==> src/rtl/irq_trk_pkg.sv <==
package irq_trk_pkg;

  typedef enum logic {
    SW_CLEAR = 1'b0,
    SW_SET   = 1'b1
  } sw_op_e;

endpackage

==> src/rtl/irq_req_capture.sv <==
// Registers the raw request lines once and flags a rising edge of the
// registered copy, so a held request yields a single event.
module irq_req_capture #(
  parameter int NUM_LINES = 6
) (
  input  logic                 clk_i,
  input  logic                 rst_ni,
  input  logic [NUM_LINES-1:0] req_i,
  output logic [NUM_LINES-1:0] req_q_o,
  output logic [NUM_LINES-1:0] rise_o
);

  for (genvar g = 0; g < NUM_LINES; g++) begin : g_line
    logic cur_q;
    logic prev_q;

    always_ff @(posedge clk_i or negedge rst_ni) begin
      if (!rst_ni) begin
        cur_q  <= 1'b0;
        prev_q <= 1'b0;
      end else begin
        cur_q  <= req_i[g];
        prev_q <= cur_q;
      end
    end

    assign req_q_o[g] = cur_q;
    assign rise_o[g]  = cur_q & ~prev_q;
  end

endmodule

==> src/rtl/irq_cmd_decode.sv <==
// Turns the indexed software, acknowledge and return strobes into per-line
// vectors and defers a software set that collides with an acknowledge.
module irq_cmd_decode
  import irq_trk_pkg::*;
#(
  parameter int NUM_LINES = 6,
  parameter int IDX_W     = 3
) (
  input  logic                 clk_i,
  input  logic                 rst_ni,
  input  logic                 sw_valid_i,
  input  logic                 sw_op_i,
  input  logic [IDX_W-1:0]     sw_idx_i,
  input  logic                 ack_i,
  input  logic [IDX_W-1:0]     ack_idx_i,
  input  logic                 ret_i,
  input  logic [IDX_W-1:0]     ret_idx_i,
  output logic [NUM_LINES-1:0] sw_set_o,
  output logic [NUM_LINES-1:0] sw_clr_o,
  output logic [NUM_LINES-1:0] ack_vec_o,
  output logic [NUM_LINES-1:0] ret_vec_o
);

  logic [NUM_LINES-1:0] sw_hit;
  logic [NUM_LINES-1:0] set_raw;
  logic [NUM_LINES-1:0] defer_d;
  logic [NUM_LINES-1:0] defer_q;
  logic                 defer_en;
  sw_op_e               op;

  assign op = sw_op_e'(sw_op_i);

  always_comb begin
    for (int k = 0; k < NUM_LINES; k++) begin
      sw_hit[k]    = sw_valid_i && (sw_idx_i  == IDX_W'(k));
      ack_vec_o[k] = ack_i      && (ack_idx_i == IDX_W'(k));
      ret_vec_o[k] = ret_i      && (ret_idx_i == IDX_W'(k));
    end
  end

  always_comb begin
    set_raw  = (op == SW_SET)   ? sw_hit : '0;
    sw_clr_o = (op == SW_CLEAR) ? sw_hit : '0;
    defer_d  = set_raw & ack_vec_o;
    sw_set_o = (set_raw & ~ack_vec_o) | defer_q;
    defer_en = (defer_d != defer_q);
  end

  always_ff @(posedge clk_i or negedge rst_ni) begin
    if (!rst_ni) begin
      defer_q <= '0;
    end else if (defer_en) begin
      defer_q <= defer_d;
    end
  end

  p_defer_set_r9: assert property (@(posedge clk_i) disable iff (!rst_ni)
    (set_raw & ack_vec_o) != '0 |=> (sw_set_o & $past(set_raw)) != '0);

endmodule

==> src/rtl/irq_line_state.sv <==
// Pending and active flags of one line.
module irq_line_state (
  input  logic clk_i,
  input  logic rst_ni,
  input  logic req_q_i,
  input  logic rise_i,
  input  logic level_mode_i,
  input  logic sw_set_i,
  input  logic sw_clr_i,
  input  logic ack_i,
  input  logic ret_i,
  input  logic clr_all_i,
  output logic pend_o,
  output logic act_o
);

  logic pend_q, pend_d, pend_en;
  logic act_q, act_d, act_en;
  logic ret_hit, lvl_set, hw_set;

  always_comb begin
    ret_hit = ret_i & act_q;
    lvl_set = level_mode_i & req_q_i & ~act_q & ~ack_i;
    hw_set  = rise_i | lvl_set | (ret_hit & req_q_i);
    pend_d  = (pend_q & ~ack_i & ~sw_clr_i) | hw_set | sw_set_i;
    act_d   = clr_all_i ? 1'b0 : ((act_q & ~ret_hit) | ack_i);
    pend_en = (pend_d != pend_q);
    act_en  = (act_d != act_q);
  end

  always_ff @(posedge clk_i or negedge rst_ni) begin
    if (!rst_ni) begin
      pend_q <= 1'b0;
    end else if (pend_en) begin
      pend_q <= pend_d;
    end
  end

  always_ff @(posedge clk_i or negedge rst_ni) begin
    if (!rst_ni) begin
      act_q <= 1'b0;
    end else if (act_en) begin
      act_q <= act_d;
    end
  end

  assign pend_o = pend_q;
  assign act_o  = act_q;

  p_hold_pend_r1: assert property (@(posedge clk_i) disable iff (!rst_ni)
    pend_q && !ack_i && !sw_clr_i |=> pend_q);

  p_ack_active_r3: assert property (@(posedge clk_i) disable iff (!rst_ni)
    ack_i && !clr_all_i |=> act_q);

  p_ret_clear_r4: assert property (@(posedge clk_i) disable iff (!rst_ni)
    ret_i && act_q && !ack_i && !clr_all_i |=> !act_q);

  p_ret_repend_r5: assert property (@(posedge clk_i) disable iff (!rst_ni)
    ret_i && act_q && req_q_i |=> pend_q);

endmodule

==> src/rtl/irq_state_tracker.sv <==
module irq_state_tracker #(
  parameter int NUM_LINES = 6,
  parameter int IDX_W     = (NUM_LINES > 1) ? $clog2(NUM_LINES) : 1
) (
  input  logic                 clk_i,
  input  logic                 rst_ni,
  input  logic [NUM_LINES-1:0] req_i,
  input  logic [NUM_LINES-1:0] level_mode_i,
  input  logic [NUM_LINES-1:0] enable_i,
  input  logic                 sw_valid_i,
  input  logic                 sw_op_i,
  input  logic [IDX_W-1:0]     sw_idx_i,
  input  logic                 ack_i,
  input  logic [IDX_W-1:0]     ack_idx_i,
  input  logic                 ret_i,
  input  logic [IDX_W-1:0]     ret_idx_i,
  input  logic                 clr_active_i,
  output logic [NUM_LINES-1:0] pending_o,
  output logic [NUM_LINES-1:0] active_o,
  output logic [NUM_LINES-1:0] offer_o
);

  logic [1:0] rst_sync_q;
  logic       rst_n;

  always_ff @(posedge clk_i or negedge rst_ni) begin
    if (!rst_ni) begin
      rst_sync_q <= 2'b00;
    end else begin
      rst_sync_q <= {rst_sync_q[0], 1'b1};
    end
  end

  assign rst_n = rst_sync_q[1];

  logic [NUM_LINES-1:0] req_q, rise;
  logic [NUM_LINES-1:0] sw_set, sw_clr, ack_vec, ret_vec;

  irq_req_capture #(.NUM_LINES(NUM_LINES)) i_capture (
    .clk_i   (clk_i),
    .rst_ni  (rst_n),
    .req_i   (req_i),
    .req_q_o (req_q),
    .rise_o  (rise)
  );

  irq_cmd_decode #(.NUM_LINES(NUM_LINES), .IDX_W(IDX_W)) i_decode (
    .clk_i      (clk_i),
    .rst_ni     (rst_n),
    .sw_valid_i (sw_valid_i),
    .sw_op_i    (sw_op_i),
    .sw_idx_i   (sw_idx_i),
    .ack_i      (ack_i),
    .ack_idx_i  (ack_idx_i),
    .ret_i      (ret_i),
    .ret_idx_i  (ret_idx_i),
    .sw_set_o   (sw_set),
    .sw_clr_o   (sw_clr),
    .ack_vec_o  (ack_vec),
    .ret_vec_o  (ret_vec)
  );

  for (genvar g = 0; g < NUM_LINES; g++) begin : g_state
    irq_line_state i_line (
      .clk_i        (clk_i),
      .rst_ni       (rst_n),
      .req_q_i      (req_q[g]),
      .rise_i       (rise[g]),
      .level_mode_i (level_mode_i[g]),
      .sw_set_i     (sw_set[g]),
      .sw_clr_i     (sw_clr[g]),
      .ack_i        (ack_vec[g]),
      .ret_i        (ret_vec[g]),
      .clr_all_i    (clr_active_i),
      .pend_o       (pending_o[g]),
      .act_o        (active_o[g])
    );
  end

  assign offer_o = pending_o & enable_i & ~active_o;

  p_clr_active_r10: assert property (@(posedge clk_i) disable iff (!rst_n)
    clr_active_i |=> active_o == '0);

  p_ack_drops_offer_r4: assert property (@(posedge clk_i) disable iff (!rst_n)
    ack_i && !clr_active_i && (32'(ack_idx_i) < NUM_LINES)
      |=> (offer_o & active_o) == '0 && active_o != '0);

endmodule

==> config.mk <==
export PLATFORM = sky130hd
export DESIGN_NAME = irq_state_tracker
export DESIGN_NICKNAME = d
export VERILOG_FILES = /design/src/rtl/irq_trk_pkg.sv /design/src/rtl/irq_req_capture.sv /design/src/rtl/irq_cmd_decode.sv /design/src/rtl/irq_line_state.sv /design/src/rtl/irq_state_tracker.sv
export SDC_FILE = /design/constraint.sdc
export NUM_CORES = 1
export LEC_CHECK = 0
export ABC_AREA = 1
export BUFFER_PORTS_ARGS = -buffer_cell sky130_fd_sc_hd__buf_4
export CAP_MARGIN = 0
export CORE_MARGIN = 8
export CORE_UTILIZATION = 40
export CTS_BUF_LIST = sky130_fd_sc_hd__clkbuf_16
export CTS_CLUSTER_DIAMETER = 30
export DETAILED_ROUTE_END_ITERATION = 16
export PLACE_DENSITY = 0.64
export SETUP_SLACK_MARGIN = 0.1
export SLEW_MARGIN = 5
export SYNTH_ARGS = -nofsm -noshare
export SYNTH_HDL_FRONTEND = slang
export SYNTH_HIERARCHICAL = 1
export SYNTH_SLANG_ARGS = --single-unit
==> constraint.sdc <==
create_clock -name clk_i -period 1.1 [get_ports clk_i]
set_input_delay 0.055 -clock clk_i [delete_from_list [all_inputs] [get_ports clk_i]]
set_output_delay 0.055 -clock clk_i [all_outputs]
set_load 0.02 [all_outputs]
==> results.cfg, run 1 <==
[outcome]
status = finished clean

[clocking]
cts_buffer_depth = 2
cts_buffers = 5
cts.sinks = 32
clk_latency_ns = 0.27
htree_num_levels = 2
cts.reportedPaths.clkPinSlew_ns = 0.05
clock-root-buffer = clkbuf_16
cts_tree = built

[critical_path]
cp_slowest_stage_delay_ns = 0.38
crit_fanout = 3
startpoint_type = flop
rrSetupSlack_ns = 0.24
reg2reg_from = g_state[5].i_line/act_o$_DFFE_PN0P_
path_class = reg -> out
r2r_cells = 4
worstPathRequired_ns = 1.04
cp.arrival_ns = 0.95
r2r_end = g_state[5].i_line/pend_o$_DFFE_PN0P_
crit_slowest_cell = dfrtp_1
cp_top_family = flip-flops
crit_buf_inv = 1
end_kind = output pin
crit_path_cell_trace = nand2_1 -> nor2_2 -> buf_6

[power]
leakagePower_nw = 1.35
power.total_w = 0.00309
power_density_nw_per_um2 = 1270
ir_drop_v = 0.00101
p_sw_w = 0.000784
p_int_w = 0.00231
pwr-share-comb_pct = 17.2
p_seq_share_pct = 40.9
p_clk_share_pct = 41.9
swShare_pct = 25.4

[sta]
fin_worst_skew_ns = 0.00214
rsz0062_at_grt = true
worst_hold_slack_ns = 0.0167
max_freq_ghz = 1.00
finalSetupViolCount = 0
fin_crit_sh_pct = 90.9
slew_violations = 0
hold_viol = 0
setup_tns_ns = 0
fin_crit_ns = 1.00

[global_routing]
grt_pass1_wl_mm = 6.38
grt_antenna_before_repair = 0
grt_usage_pct = 12.5
first_global_vias = 1523
grt_max_degree = 19
grt_remaining_overflow = 0

[yosys]
syn_area_per_cell_um2 = 7.15
yosysWarnings = 6
synth_nets = 276
netlist_area_um2 = 1730
ys_ff_latch = 32
yosysSeqAreaShare_pct = 46.3
synth_cells = 242
netlist-cell-type-count = 18

[finish]
drive_gt1_share_pct = 28.1
finalNetCount = 346
area_growth_pct = 41.0
n_antenna_cell = 0

[routing]
drc = 0
vias_per_cell = 4.33
vias = 1581
post_drt_wl_per_cell_um = 10.9
dr.pass1.iters = 4
drtAntennaViolNets = 0
first_iter_violations = 55
routed_wl_mm = 3.98

[hold_path]
min_path_cells = 2
hold_path_class = in -> reg
hold_path_startpoint = clr_active_i
min_to = g_state[4].i_line/act_o$_DFFE_PN0P_

[die]
die_width_um = 81.8
dieArea_um2 = 6680
coreArea_um2 = 4260
num_io_pins = 52
row_count = 24
dieHeight_um = 81.8
start_util_pct = 40.6

[place]
place_hpwl_mm = 3.03
gp_congestion = 0.835
port_buffers = 51

[job]
cap_viol_max_count = 0
registers in the layout, summed over array words and instances (netlist names):
signal                   count
i_decode/defer_q             6
i_capture/g_line.cur_q       6
rst_sync_q                   2
g_state.i_line/act_o         6
g_state.i_line/pend_o        6
i_capture/g_line.prev_q      6
cell usage after synthesis (all sizes together):
master,count,area [um^2]
inv,64,240
nand2,63,249
nor2,35,164
dfrtp,32,801
nand3,13,65.1
a21oi,12,60.1
nor3,8,45.0
buf,7,56.3
nand4,2,12.5
nor4,2,12.5
o21bai,2,15.0
clkbuf,1,5.00
conb,1,3.75
worst max path at each step:
stage | start | end | slack, ns | cells after the start
2_1_floorplan | rst_sync_q[1]$_DFF_PN0_ | g_state[0].i_line/act_o$_DFFE_PN0P_ | 0.14 | 0
6_report | g_state[0].i_line/pend_o$_DFFE_PN0P_ | offer_o[0] | 0.1 | 3
3_3_place_gp | ack_idx_i[0] | g_state[0].i_line/pend_o$_DFFE_PN0P_ | 0.14 | 9
4_1_cts | g_state[0].i_line/pend_o$_DFFE_PN0P_ | offer_o[0] | 0.09 | 3
3_5_place_dp | ret_idx_i[0] | g_state[4].i_line/pend_o$_DFFE_PN0P_ | 0.15 | 8
5_1_grt | g_state[3].i_line/pend_o$_DFFE_PN0P_ | offer_o[3] | 0.04 | 3
power groups by stage:
| stage | combinational (W) | clock, W | sequential [W] |
|---|---|---|---|
| 2_1_floorplan | 0.000225 | 0 | 0.00133 |
| 3_3_place_gp | 0.000467 | 0 | 0.00129 |
| 3_5_place_dp | 0.000472 | 0 | 0.00129 |
| 4_1_cts | 0.000521 | 0.00133 | 0.00126 |
| 5_1_grt | 0.000591 | 0.00138 | 0.00127 |
| 6_report | 0.000532 | 0.00130 | 0.00126 |
area by class of cell:
type / instances / area, um^2
flip-flops and latches: 32 / 801
repair buffers: 71 / 566
multi-input cells: 138 / 627
fillers: 405 / 1830
clock inverters: 3 / 13.8
well taps: 52 / 65.1
clock buffers: 5 / 125
inverters: 64 / 240
logic make-up after synthesis:
kind of cell           Yosys count  synth area share (%)
buffers and inverters           72                  17.4
AO/OA/AOI/OAI                   14                  4.34
other                            1                 0.217
AND/OR/NAND/NOR                123                  31.7
flip-flops                      32                  46.3
repair_timing:
action	in CTS	in global routing
resized for setup	0	4
pin swaps	1	1
hold buffers	7	0
endpoints found under the setup margin	6	6
gates cloned	0	0
hold endpoints to repair	8	0
setup buffers	9	2
cells in the final DEF (no fill, tap or decap):
cell type      instances
nand3_1               13
nor4_1                 2
buf_6                  4
clkinv_1               1
nand4_1                2
nor3_1                 7
inv_1                 64
a21oi_1               12
dlygate4sd3_1          7
o21bai_1               2
clkinv_2               2
nand2_2                2
dfrtp_1               32
conb_1                 1
buf_4                 60
clkbuf_16              5
nor2_1                22
nor3_2                 1
nand2_4                1
nand2_1               60
nor2_2                13
worst reg2reg max path, stage by stage (launching register included):
cell     delay, ns
dfrtp_1       0.41
buf_4         0.15
a21oi_1       0.13
nand2_1       0.06
nand2_1       0.06
per-stage QoR:
step / cell area [um^2] / utilization (%) / worst slack [ns] / cells
2_1_floorplan: 1730 / - / 0.144 / 242
3_3_place_gp: 2130 / 50.0 / 0.142 / 339
3_5_place_dp: 2130 / 50.0 / 0.155 / 339
4_1_cts: 2410 / 56.5 / 0.0903 / 363
5_1_grt: 2440 / 57.2 / 0.0354 / 365
6_report: 2440 / 57.2 / 0.0996 / 365
layer usage:
layer,wire length (um),vias to the layer above,global-route usage [%]
met5,0,-,0
met4,42,0,4.39
met3,326,5,5.14
met2,1880,36,20.7
met1,1730,696,14.1
li1,-,844,-
(Power assumes the default switching activity.)
==> run 2: changes to the inputs <==
Settings changed: CORE_MARGIN 8 to 2.
Clock period 1.1 ns to 1.2 ns, I/O delays scaled along.
==> results.cfg, run 2 (synthesis gave the netlist of run 1 again) <==
[global_routing]
grt_usage_pct = 16.0
grt_max_degree = 20
first_global_vias = 1468
grt_antenna_before_repair = 0
grt_pass1_wl_mm = 6.24
grt_remaining_overflow = 0

[critical_path]
crit_path_cell_trace = nand2_1 -> nor2_2 -> buf_4
crit_buf_inv = 1
reg2reg_from = i_decode/defer_q[0]$_DFFE_PN0P_
cp.arrival_ns = 0.97
cp_top_family = flip-flops
crit_fanout = 3
startpoint_type = flop
end_kind = output pin
crit_slowest_cell = dfrtp_1
path_class = reg -> out
worstPathRequired_ns = 1.14
cp_slowest_stage_delay_ns = 0.41
cp-startpoint = g_state[3].i_line/pend_o$_DFFE_PN0P_

[sta]
hold_viol = 0
finalSetupViolCount = 0
fin_crit_ns = 1.03
fin_ws_ns = 0.174
slew_violations = 0
max_freq_ghz = 0.974
setup_tns_ns = 0
fin_crit_sh_pct = 85.5
rsz0062_at_grt = false
fin_worst_skew_ns = 0.00186

[routing]
routed_wl_mm = 3.56
first_iter_violations = 68
drtAntennaViolNets = 0
vias = 1569
dr.pass1.iters = 4
post_drt_wl_per_cell_um = 10.1
drc = 0
vias_per_cell = 4.46

[place]
port_buffers = 51
gp_congestion = 0.819
place_ws_ns = 0.240
place_hpwl_mm = 2.71

[power]
p_sw_w = 0.000718
swShare_pct = 23.7
leakagePower_nw = 1.30
ir_drop_v = 0.00105
p_int_w = 0.00231
pwr-share-comb_pct = 14.6
p_seq_share_pct = 38.5
p_clk_share_pct = 46.9
power_density_nw_per_um2 = 1280

[clocking]
cts_tree = built
clk_latency_ns = 0.27
cts_buffer_depth = 2
cts.reportedPaths.clkPinSlew_ns = 0.05
htree_num_levels = 2
cts_buffers = 5
cts.sinks = 32
clock-root-buffer = clkbuf_16

[finish]
mostFrequentLayoutCell = inv_1
n_antenna_cell = 0
drive_gt1_share_pct = 25.8
final_cell_mix = 64 x inv_1, 60 x nand2_1, 53 x buf_4, 32 x dfrtp_1, 22 x nor2_1
finalNetCount = 335
area_growth_pct = 36.8

[die]
die_width_um = 69.8
dieArea_um2 = 4870
coreArea_um2 = 4090
row_count = 23
dieHeight_um = 69.8
num_io_pins = 52
start_util_pct = 42.3

[hold_path]
hold_path_class = in -> reg
hold_path_startpoint = clr_active_i

[outcome]
status = finished clean

[job]
cap_viol_max_count = 0
[run 2: cell count changes in the layout (fill, tap and decap cells not counted), sizes merged]
cell	change
buf	-11
clkinv	-2
bufinv	+1
clkinvlp	+1
[run 2: per-layer routing]
metal	global-route usage, %	share of wire, %	up-vias
met5	0	0	-
li1	-	-	818
met4	6.41	1.7	0
met2	26.3	47	35
met1	20.4	47	710
met3	3.78	4.6	6
[run 2: final cells by class]
class,count,area [um^2]
clock buffer,5,125
clock inverter,3,42.5
fill,391,1720
inverter,64,240
multi-input combinational,138,627
sequential,32,801
tap,50,62.6
timing repair buffer,60,468
[run 2: repair_timing]
action                                 in CTS  in global routing
setup buffers                               0                  0
hold buffers                                7                  0
endpoints found under the hold margin       8                  0
gates resized for setup                     0                  0
[run 2: worst register-to-register path: cells and delay by family (launching register included)]
family                 cells  cell delay [ns]
buffers and inverters      1             0.04
AO/OA/AOI/OAI              1             0.15
flip-flops                 1             0.36
AND/OR/NAND/NOR            3             0.20
[run 2: final timing paths]
path                            slack, ns  cells past startpoint                                    to
worst min register to register       0.19                      1   g_state[2].i_line/act_o$_DFFE_PN0P_
worst max-delay path                 0.17                      3                            offer_o[3]
max in group asynchronous            0.75                      1   g_state[4].i_line/act_o$_DFFE_PN0P_
worst max register to register       0.34                      5  g_state[0].i_line/pend_o$_DFFE_PN0P_
worst min-delay path                 0.01                      2   g_state[3].i_line/act_o$_DFFE_PN0P_
min in group asynchronous            0.09                      2               rst_sync_q[0]$_DFF_PN0_
[run 2: power groups by stage]
stage	logic, W	registers, W	clock network (W)
6_report	0.000441	0.00116	0.00142
5_1_grt	0.000495	0.00117	0.00150
4_1_cts	0.000447	0.00116	0.00145
3_5_place_dp	0.000428	0.00118	0
3_3_place_gp	0.000425	0.00118	0
2_1_floorplan	0.000206	0.00121	0
[run 2: through the flow]
| stage | area, um^2 | instances | hold WS [ns] | util, % | power, W |
|---|---|---|---|---|---|
| after floorplan | 1730 | 242 | -0.236 | - | 0.00142 |
| after global placement | 2130 | 337 | -0.157 | 52.1 | 0.00161 |
| after detailed placement | 2130 | 337 | -0.156 | 52.1 | 0.00161 |
| after CTS | 2370 | 352 | 0.0143 | 57.9 | 0.00306 |
| after global routing | 2370 | 352 | 0.0170 | 57.9 | 0.00316 |
| final | 2370 | 352 | 0.0146 | 57.9 | 0.00302 |
==> run 3: changes to the inputs <==
Settings changed: CORE_UTILIZATION 40 to 35, PLACE_DENSITY 0.64 to 0.57.
==> results.cfg, run 3 (synthesis gave the netlist of run 1 again) <==
[outcome]
status = finished clean

[sta]
fin_worst_skew_ns = 0.00284
max_freq_ghz = 0.971
fin_crit_sh_pct = 85.8
rsz0062_at_grt = false
worst_hold_slack_ns = 0.0324
fin_crit_ns = 1.03
finalSetupViolCount = 0
slew_violations = 0
setup_tns_ns = 0
hold_viol = 0

[power]
power_density_nw_per_um2 = 1180
ir_drop_v = 0.000870
leakagePower_nw = 1.29

[clocking]
cts.reportedPaths.clkPinSlew_ns = 0.05
cts.sinks = 32
clk_latency_ns = 0.27
cts_buffers = 5
cts_buffer_depth = 2
cts_tree = built
clock-root-buffer = clkbuf_16
htree_num_levels = 2
ctsResizeCount = 0

[global_routing]
grt_max_degree = 25
grt_usage_pct = 14.3
grt_remaining_overflow = 0
first_global_vias = 1407
grt_antenna_before_repair = 0
grt_pass1_wl_mm = 6.08

[finish]
fill_cells = 513
drive_gt1_share_pct = 25.2
finalNetCount = 334
layout.cells.non_filler = 368
n_antenna_cell = 0
mostFrequentLayoutCell = inv_1
finish.utilization_pct = 49.7
area_growth_pct = 36.7
final_cell_mix = 64 x inv_1, 60 x nand2_1, 51 x buf_4, 32 x dfrtp_1, 22 x nor2_1

[critical_path]
worstPathRequired_ns = 1.14
cp.arrival_ns = 0.97
cp_top_family = flip-flops
cp_slowest_stage_delay_ns = 0.43
crit_fanout = 5
end_kind = output pin
crit_path_cell_trace = nor2_2 -> buf_4
r2r_cells = 5
path_class = reg -> out
crit_buf_inv = 1
crit_slowest_cell = dfrtp_1
startpoint_type = flop
path_depth = 2

[routing]
drtAntennaViolNets = 0
dr.pass1.iters = 4
routed_wl_mm = 3.50
vias_per_cell = 4.13
first_iter_violations = 48
drc = 0
post_drt_wl_per_cell_um = 9.50
vias = 1520

[die]
start_util_pct = 36.4
num_io_pins = 52
die_width_um = 74.3
coreArea_um2 = 4750
dieHeight_um = 74.3
row_count = 25
dieArea_um2 = 5520

[place]
gp_congestion = 0.741
place_hpwl_mm = 2.74
dp.cells = 353
port_buffers = 51

[hold_path]
min_path_cells = 2
hold_path_class = in -> reg

[job]
cap_viol_max_count = 0
run 3: cell types whose count changed in the layout (fill, tap and decap cells not counted), sizes merged:
cell / delta
clkinv: +2
bufinv: -1
clkinvlp: -1
buf: -1
run 3: area by class of cell:
class / count / area [um^2] / area share (%)
flip-flops and latches: 32 / 801 / 33.9
multi-input cells: 138 / 627 / 26.5
repair buffers: 59 / 473 / 20.0
inverters: 64 / 240 / 10.2
clock buffers: 5 / 125 / 5.29
well taps: 67 / 83.8 / 3.55
clock inverters: 3 / 13.8 / 0.582
run 3: worst paths after layout:
check | startpoint | endpoint | slack [ns]
worst max-delay path | g_state[0].i_line/act_o$_DFFE_PN0P_ | offer_o[0] | 0.17
worst min-delay path | clr_active_i | g_state[1].i_line/act_o$_DFFE_PN0P_ | 0.03
worst max register to register | i_decode/defer_q[0]$_DFFE_PN0P_ | g_state[0].i_line/pend_o$_DFFE_PN0P_ | 0.34
worst min register to register | rst_sync_q[1]$_DFF_PN0_ | i_capture/g_line[2].cur_q$_DFF_PN0_ | 0.13
max in group asynchronous | rst_sync_q[1]$_DFF_PN0_ | g_state[5].i_line/pend_o$_DFFE_PN0P_ | 0.65
min in group asynchronous | rst_ni | rst_sync_q[0]$_DFF_PN0_ | 0.11
run 3: power breakdown:
part           total, W  leakage (nW)  switching, W  internal [W]
combinational  0.000441         0.838      0.000233      0.000209
sequential      0.00117         0.386     0.0000402       0.00113
clock           0.00117        0.0710      0.000423      0.000751
run 3: layer usage:
| metal | share of wire, % | track usage, % | routed length [um] | vias to the layer above |
|---|---|---|---|---|
| li1 | - | - | - | 822 |
| met5 | 0 | 0 | 0 | - |
| met2 | 45 | 23.3 | 1560 | 39 |
| met3 | 5.4 | 3.39 | 189 | 2 |
| met1 | 49 | 19.5 | 1730 | 657 |
| met4 | 0.60 | 3.57 | 21 | 0 |
run 3: stage by stage:
stage / setup slack, ns / power (W) / area, um^2
after floorplan: 0.244 / 0.00142 / 1730
after global placement: 0.252 / 0.00161 / 2150
after detailed placement: 0.228 / 0.00161 / 2150
after CTS: 0.161 / 0.00283 / 2360
after global routing: 0.108 / 0.00293 / 2360
final: 0.170 / 0.00278 / 2360
run 3: what timing repair did:
action | in CTS | in global routing
hold endpoints to repair | 8 | 0
endpoints found under the setup margin | 0 | 0
hold buffers | 7 | 0
buffers inserted | 0 | 0
